--- config.mk ---
export PLATFORM = sky130hd
export DESIGN_NAME = spi_master_engine
export DESIGN_NICKNAME = d
export VERILOG_FILES = /design/src/rtl/spi_eng_pkg.sv /design/src/rtl/spi_eng_rate.sv /design/src/rtl/spi_eng_shift.sv /design/src/rtl/spi_master_engine.sv
export SDC_FILE = /design/constraint.sdc
export NUM_CORES = 1
export LEC_CHECK = 0
export BUFFER_PORTS_ARGS = -buffer_cell sky130_fd_sc_hd__buf_2
export CAP_MARGIN = 20
export CORE_UTILIZATION = 30
export CTS_CLUSTER_DIAMETER = 100
export CTS_CLUSTER_SIZE = 20
export DETAILED_ROUTE_END_ITERATION = 8
export GPL_TIMING_DRIVEN = 1
export PLACE_DENSITY = 0.45
export SLEW_MARGIN = 20
export SYNTH_ARGS = -nofsm -noshare
export SYNTH_HDL_FRONTEND = slang
export SYNTH_SLANG_ARGS = --single-unit
--- constraint.sdc ---
create_clock -name clk -period 4 [get_ports clk]
set_clock_uncertainty 0.1 [all_clocks]
set_input_delay 0.6 -clock clk [delete_from_list [all_inputs] [get_ports clk]]
set_output_delay 0.6 -clock clk [all_outputs]
set_load 0.01 [all_outputs]
--- src/rtl/spi_eng_pkg.sv ---
package spi_eng_pkg;
   typedef enum logic {
      ENG_IDLE  = 1'b0,
      ENG_SHIFT = 1'b1
   } eng_state_e;

   localparam int unsigned CLAMP_LIMIT  = 3;
   localparam int unsigned CLAMP_PERIOD = 4;
endpackage

--- src/rtl/spi_eng_rate.sv ---
module spi_eng_rate #(
   parameter int unsigned DIV_W = 7,
   parameter int unsigned CNT_W = DIV_W + 1
) (
   input  logic [DIV_W-1:0] div_val,
   output logic [CNT_W-1:0] hi_len,
   output logic [CNT_W-1:0] lo_len
);
   import spi_eng_pkg::*;

   logic [CNT_W-1:0] period;

   if (CNT_W <= DIV_W) begin : g_bad_cnt
      $error("spi_eng_rate: CNT_W must exceed DIV_W");
   end

   always_comb begin
      if (div_val < DIV_W'(CLAMP_LIMIT))
         period = CNT_W'(CLAMP_PERIOD);
      else
         period = CNT_W'(div_val) + CNT_W'(1);
      hi_len = period >> 1;
      lo_len = period - hi_len;
   end
endmodule

--- src/rtl/spi_eng_shift.sv ---
module spi_eng_shift #(
   parameter int unsigned DATA_W = 16,
   parameter int unsigned LEN_W  = $clog2(DATA_W)
) (
   input  logic              clk,
   input  logic              rst_n,
   input  logic              load,
   input  logic              shift_out,
   input  logic              sample,
   input  logic [LEN_W-1:0]  len_code,
   input  logic [DATA_W-1:0] tx_word,
   input  logic              miso,
   output logic              mosi_bit,
   output logic [DATA_W-1:0] rx_word
);
   localparam logic [LEN_W-1:0] TOP_IDX = LEN_W'(DATA_W - 1);

   logic [DATA_W-1:0] tx_sh;
   logic [DATA_W-1:0] rx_sh;
   logic [LEN_W-1:0]  align;

   assign align = TOP_IDX - len_code;

   always_ff @(posedge clk or negedge rst_n) begin
      if (!rst_n) begin
         tx_sh <= '0;
         rx_sh <= '0;
      end else if (load) begin
         tx_sh <= tx_word << align;
         rx_sh <= '0;
      end else begin
         if (shift_out)
            tx_sh <= {tx_sh[DATA_W-2:0], 1'b0};
         if (sample)
            rx_sh <= {rx_sh[DATA_W-2:0], miso};
      end
   end

   assign mosi_bit = tx_sh[DATA_W-1];
   assign rx_word  = rx_sh;
endmodule

--- src/rtl/spi_master_engine.sv ---
module spi_master_engine #(
   parameter int unsigned DATA_W = 16,
   parameter int unsigned DIV_W  = 7,
   parameter int unsigned LEN_W  = $clog2(DATA_W)
) (
   input  logic              clk,
   input  logic              rst_n,
   input  logic [DIV_W-1:0]  cfg_baud,
   input  logic [LEN_W-1:0]  cfg_len,
   input  logic [DATA_W-1:0] tx_data,
   input  logic              start,
   input  logic              rx_rd,
   output logic [DATA_W-1:0] rx_data,
   output logic              done_flag,
   output logic              sclk,
   output logic              mosi,
   output logic              ste_n,
   input  logic              miso
);
   import spi_eng_pkg::*;

   localparam int unsigned CNT_W = DIV_W + 1;

   if ((1 << LEN_W) != DATA_W) begin : g_bad_len
      $error("spi_master_engine: DATA_W must be 2**LEN_W");
   end
   if (DATA_W < 2) begin : g_bad_data
      $error("spi_master_engine: DATA_W must be at least 2");
   end

   eng_state_e        state;
   logic              sclk_q;
   logic [CNT_W-1:0]  ph_cnt;
   logic [LEN_W-1:0]  bits_left;
   logic [DIV_W-1:0]  div_q;
   logic [DATA_W-1:0] rx_q;
   logic              done_q;

   logic [CNT_W-1:0]  hi_len;
   logic [CNT_W-1:0]  lo_len;
   logic              accept, lo_end, hi_end;
   logic              do_sample, do_shift, finish;
   logic              mosi_bit;
   logic [DATA_W-1:0] rx_word;

   spi_eng_rate #(.DIV_W(DIV_W), .CNT_W(CNT_W)) u_rate (
      .div_val (div_q),
      .hi_len  (hi_len),
      .lo_len  (lo_len)
   );

   assign accept    = (state == ENG_IDLE) && start;
   assign lo_end    = (state == ENG_SHIFT) && !sclk_q && (ph_cnt == lo_len - CNT_W'(1));
   assign hi_end    = (state == ENG_SHIFT) &&  sclk_q && (ph_cnt == hi_len - CNT_W'(1));
   assign do_sample = lo_end;
   assign do_shift  = hi_end && (bits_left != '0);
   assign finish    = hi_end && (bits_left == '0);

   spi_eng_shift #(.DATA_W(DATA_W), .LEN_W(LEN_W)) u_shift (
      .clk       (clk),
      .rst_n     (rst_n),
      .load      (accept),
      .shift_out (do_shift),
      .sample    (do_sample),
      .len_code  (cfg_len),
      .tx_word   (tx_data),
      .miso      (miso),
      .mosi_bit  (mosi_bit),
      .rx_word   (rx_word)
   );

   always_ff @(posedge clk or negedge rst_n) begin
      if (!rst_n) begin
         state     <= ENG_IDLE;
         sclk_q    <= 1'b0;
         ph_cnt    <= '0;
         bits_left <= '0;
         div_q     <= '0;
      end else begin
         case (state)
            ENG_IDLE: begin
               if (start) begin
                  state     <= ENG_SHIFT;
                  div_q     <= cfg_baud;
                  bits_left <= cfg_len;
                  ph_cnt    <= '0;
                  sclk_q    <= 1'b0;
               end
            end
            ENG_SHIFT: begin
               if (lo_end || hi_end) begin
                  ph_cnt <= '0;
                  sclk_q <= lo_end;
               end else begin
                  ph_cnt <= ph_cnt + CNT_W'(1);
               end
               if (do_shift)
                  bits_left <= bits_left - LEN_W'(1);
               if (finish)
                  state <= ENG_IDLE;
            end
            default: state <= ENG_IDLE;
         endcase
      end
   end

   always_ff @(posedge clk or negedge rst_n) begin
      if (!rst_n) begin
         rx_q   <= '0;
         done_q <= 1'b0;
      end else begin
         if (finish)
            rx_q <= rx_word;
         if (finish)
            done_q <= 1'b1;
         else if (rx_rd)
            done_q <= 1'b0;
      end
   end

   assign rx_data   = rx_q;
   assign done_flag = done_q;
   assign sclk      = sclk_q;
   assign ste_n     = (state == ENG_IDLE);
   assign mosi      = (state == ENG_SHIFT) ? mosi_bit : 1'b0;
endmodule

==> flow_summary.ini <==
[synth]
synth_top_area_share_pct = 37.0
post_synth_main_area_contributors = sky130_fd_sc_hd__dfrtp_1 (37%), sky130_fd_sc_hd__mux2i_1 (9.5%), sky130_fd_sc_hd__ha_1 (5.8%)
synth_sequential_area_ratio_pct = 37.0
syn-num-nets = 546
ys_warn_count = 0
synthesis.area_per_instance_um2 = 9.64
synth_async_sr_flop_share_pct = 100
mappedNetlistArea_um2 = 4730
syn_inst = 491
synth_edf_count = 0
top_flip_flop_cell_by_instance_count_after_synthesis = sky130_fd_sc_hd__dfrtp_1
synthDominantAreaCellType = sky130_fd_sc_hd__dfrtp_1
post_synth_num_cell_types = 62
post-synth-top-count-cell = sky130_fd_sc_hd__dfrtp_1
ranking_of_synthesized_cells_by_instance_count = sky130_fd_sc_hd__dfrtp_1 (70), sky130_fd_sc_hd__nand2_1 (55), sky130_fd_sc_hd__mux2i_1 (45), sky130_fd_sc_hd__nor2_1 (34), sky130_fd_sc_hd__inv_1 (30)
synth-seq-cells = 70

[power]
power.switching_w = 0.00178
p_total_w = 0.00430
power_frac_clock_pct = 17.5
vdd.ir_drop.worst_uv = 242
power-per-cell-area_nw_per_um2 = 782
p_seq_share_pct = 30.4
power.switching_fraction_pct = 41.5
power.leakage_nw = 2.61
internal_power_w = 0.00252
power.share.combinational_pct = 52.1

[floorplanning]
io_pins = 52
floorplan.die_area_um2 = 16300
initial_core_util_pct = 30.9
chip_width_um = 128
core_area_um2 = 15300
floorplan.die.height_um = 128
placementRows = 45

[finish]
ratio_of_cells_with_drive_above_1_in_the_final_layout_pct = 22.6
area_delta_synth_final_pct = 16.2
multi_input_comb_area_um2 = 2750
fillCellCount = 1621
register_area_um2 = 1750
post_route_utilization_pct = 35.9
fin_nets = 590
antenna-diode-count = 0

[critical_path]
depth_of_the_most_critical_reg_to_reg_path = 13
crit-reg2reg-capture = ph_cnt[2]$_DFFE_PN0P_
critical_path.endpoint_type = register
crit_path_cell_trace = ha_1, a21boi_1, inv_1, ha_1, nand2b_1, a211oi_4, nor2_1, nor3_1, xnor2_1, or4_1, buf_4, a41oi_1, mux2i_1
timing.critical_path.mode_cell = sky130_fd_sc_hd__ha_1
cell_class_contributing_the_biggest_share_of_worst_path_delay = simple AND/OR/NAND/NOR gates
critical_path.n_buffers_inverters = 2
cp_data_required_time_ps = 4100
worst_path_largest_cell_delay_ps = 520
worstPathArrival_ps = 3810
crit_path_start_kind = register
critPathMaxFanout = 30
r2r_setup_slack_ps = 290
timing.rr.start = div_q[0]$_DFFE_PN0P_
worstSetupPathType = reg2reg
master_of_the_slowest_instance_on_the_critical_path = sky130_fd_sc_hd__or4_1

[grt]
grt_remaining_overflow = 0
grt_pass1_wl_um = 18000
number_of_antenna_violations_at_the_first_check_in_global_routing = 0
grt.total_usage_pct = 14.0
grt_pass1_vias = 3633
largest_net_degree_at_the_start_of_global_routing = 45

[route]
drt-vias-per-instance = 4.83
wl_per_cell_um = 14.3
detailedRoute.firstIterationViolations = 175
highest_routing_layer_actually_used = met4
first_pass_iters = 4
detail_route.wirelength_um = 10700
met1Wirelength_um = 5190
routed-via-count = 3631
wl_met2_um = 5140
drc_markers = 0
met3RoutedLength_um = 278
antenna_left = 0

[timing]
hold_violations = 0
min_period_over_period_pct = 92.8
final.hold.worst_slack_ps = 174
timing_worst_slew_pin_value_ps = 1020
drv_slew = 0
final_period_minus_worst_setup_slack_ps = 3710
timing.fmax_mhz = 269
setup_viol = 0
maxSlewHeadroom_pct = 31.6

[placed_design]
port_buffers = 51
dpl.hpwl_um = 7880
final_weighted_congestion_of_routability_driven_global_placement = 0.814

[clock_network]
cts_inserted_buffers = 9
clock_tree_from_tritoncts = built
path_clk_slew_ps = 60
cts_setup_buffers = 0
root_driver = sky130_fd_sc_hd__clkbuf_16
number_of_levels_in_the_clock_h_tree = 3
clockBufferDepth = 2
cts.sinks = 70
worst_skew_pair_latency_ps = 330

[flow_run]
max-cap-violations = 0

[worst_hold_path]
hold_path_class = in2async

[outcome]
outcome = completed
worst max path at each step:
| stage | from | end | slack [ps] | cells past startpoint |
|---|---|---|---|---|
| detailed placement | div_q[0]$_DFFE_PN0P_ | ph_cnt[5]$_DFFE_PN0P_ | 180 | 14 |
| global route | div_q[3]$_DFFE_PN0P_ | ph_cnt[2]$_DFFE_PN0P_ | -0.1 | 13 |
| CTS | div_q[0]$_DFFE_PN0P_ | ph_cnt[1]$_DFFE_PN0P_ | 150 | 14 |
| finish | div_q[0]$_DFFE_PN0P_ | ph_cnt[2]$_DFFE_PN0P_ | 290 | 13 |
| floorplan | div_q[0]$_DFFE_PN0P_ | u_shift.rx_word[0]$_DFFE_PN0P_ | 440 | 14 |
| global placement | div_q[0]$_DFFE_PN0P_ | ph_cnt[4]$_DFFE_PN0P_ | 250 | 14 |
worst reg2reg max path: stages (launching register included):
cell and delay, ps:
sky130_fd_sc_hd__dfrtp_2 460, sky130_fd_sc_hd__ha_1 340, sky130_fd_sc_hd__a21boi_1 220, sky130_fd_sc_hd__inv_1 90
sky130_fd_sc_hd__ha_1 330, sky130_fd_sc_hd__nand2b_1 210, sky130_fd_sc_hd__a211oi_4 280, sky130_fd_sc_hd__nor2_1 80
sky130_fd_sc_hd__nor3_1 230, sky130_fd_sc_hd__xnor2_1 100, sky130_fd_sc_hd__or4_1 520, sky130_fd_sc_hd__buf_4 260
sky130_fd_sc_hd__a41oi_1 260, sky130_fd_sc_hd__mux2i_1 100
through the flow:
stage / instances / instance area, µm² / worst slack [ps] / setup TNS, ps
floorplan: 491 / 4730 / 438 / 0
global placement: 735 / 5160 / 253 / 0
detailed placement: 735 / 5160 / 176 / 0
CTS: 751 / 5450 / 145 / 0
global route: 751 / 5500 / -0.139 / -0.139
finish: 751 / 5500 / 287 / 0
layer usage:
metal | GRT usage (%) | up-vias
li1 | - | 1825
met1 | 18.4 | 1739
met2 | 22.9 | 56
met3 | 2.39 | 11
met4 | 5.40 | 0
met5 | 0 | -
power by group through the flow:
stage | Clock [W] | Combinational (W) | Sequential [W]
after global routing | 0.000806 | 0.00252 | 0.00135
final | 0.000753 | 0.00224 | 0.00131
after CTS | 0.000781 | 0.00221 | 0.00130
after floorplan | 0 | 0.00174 | 0.00119
after global placement | 0 | 0.00218 | 0.00129
after detailed placement | 0 | 0.00219 | 0.00131
final cells by class:
class / count / area share (%)
inverters: 30 / 2.05
repair buffers: 61 / 6.05
multi-input cells: 363 / 50.0
clock buffers: 12 / 4.66
flip-flops and latches: 70 / 31.9
well taps: 211 / 4.80
clock inverters: 4 / 0.546
cells by family after synthesis:
group | Yosys count | share of synthesized area [%]
buffers and inverters | 58 | 5.89
xor gates and xnor gates | 25 | 5.50
muxes | 69 | 16.6
adders and majority gates | 23 | 6.24
DFF | 70 | 37.0
and+or+nand+nor | 154 | 16.2
AOI/OAI and AO/OA | 92 | 12.5
cells in the final DEF (no fill, tap or decap), types with 3 or more instances in the layout:
cell,instances
sky130_fd_sc_hd__xnor2_1,12
sky130_fd_sc_hd__ha_1,22
sky130_fd_sc_hd__nor2b_1,4
sky130_fd_sc_hd__o21ai_0,19
sky130_fd_sc_hd__o21a_1,3
sky130_fd_sc_hd__nand2_1,55
sky130_fd_sc_hd__o211ai_1,4
sky130_fd_sc_hd__a21oi_1,21
sky130_fd_sc_hd__nand2b_1,5
sky130_fd_sc_hd__nor3_1,6
sky130_fd_sc_hd__nand3_1,21
sky130_fd_sc_hd__mux2_4,9
sky130_fd_sc_hd__mux4_2,3
sky130_fd_sc_hd__nor2_1,33
sky130_fd_sc_hd__mux2i_1,45
sky130_fd_sc_hd__xnor3_1,3
sky130_fd_sc_hd__mux2_2,12
sky130_fd_sc_hd__a41oi_1,4
sky130_fd_sc_hd__o22ai_1,13
sky130_fd_sc_hd__xor2_1,8
sky130_fd_sc_hd__o21ai_1,9
sky130_fd_sc_hd__nand4_1,5
sky130_fd_sc_hd__clkbuf_16,9
sky130_fd_sc_hd__inv_1,30
sky130_fd_sc_hd__buf_4,11
sky130_fd_sc_hd__dfrtp_1,68
sky130_fd_sc_hd__buf_2,50
state kept, by name, summed over array words and instances, names as in the netlist:
signal and flops:
rx_data 16, u_shift.rx_word 16, u_shift.tx_sh 16, ph_cnt 8
div_q 7, bits_left 4, done_flag 1, sclk 1
state 1
what timing repair did:
item,4_1_cts,5_1_grt
gates resized for setup,0,10
hold buffers,0,0
endpoints found under the setup margin,0,8
Note: power is estimated with default switching activity, not from simulation.
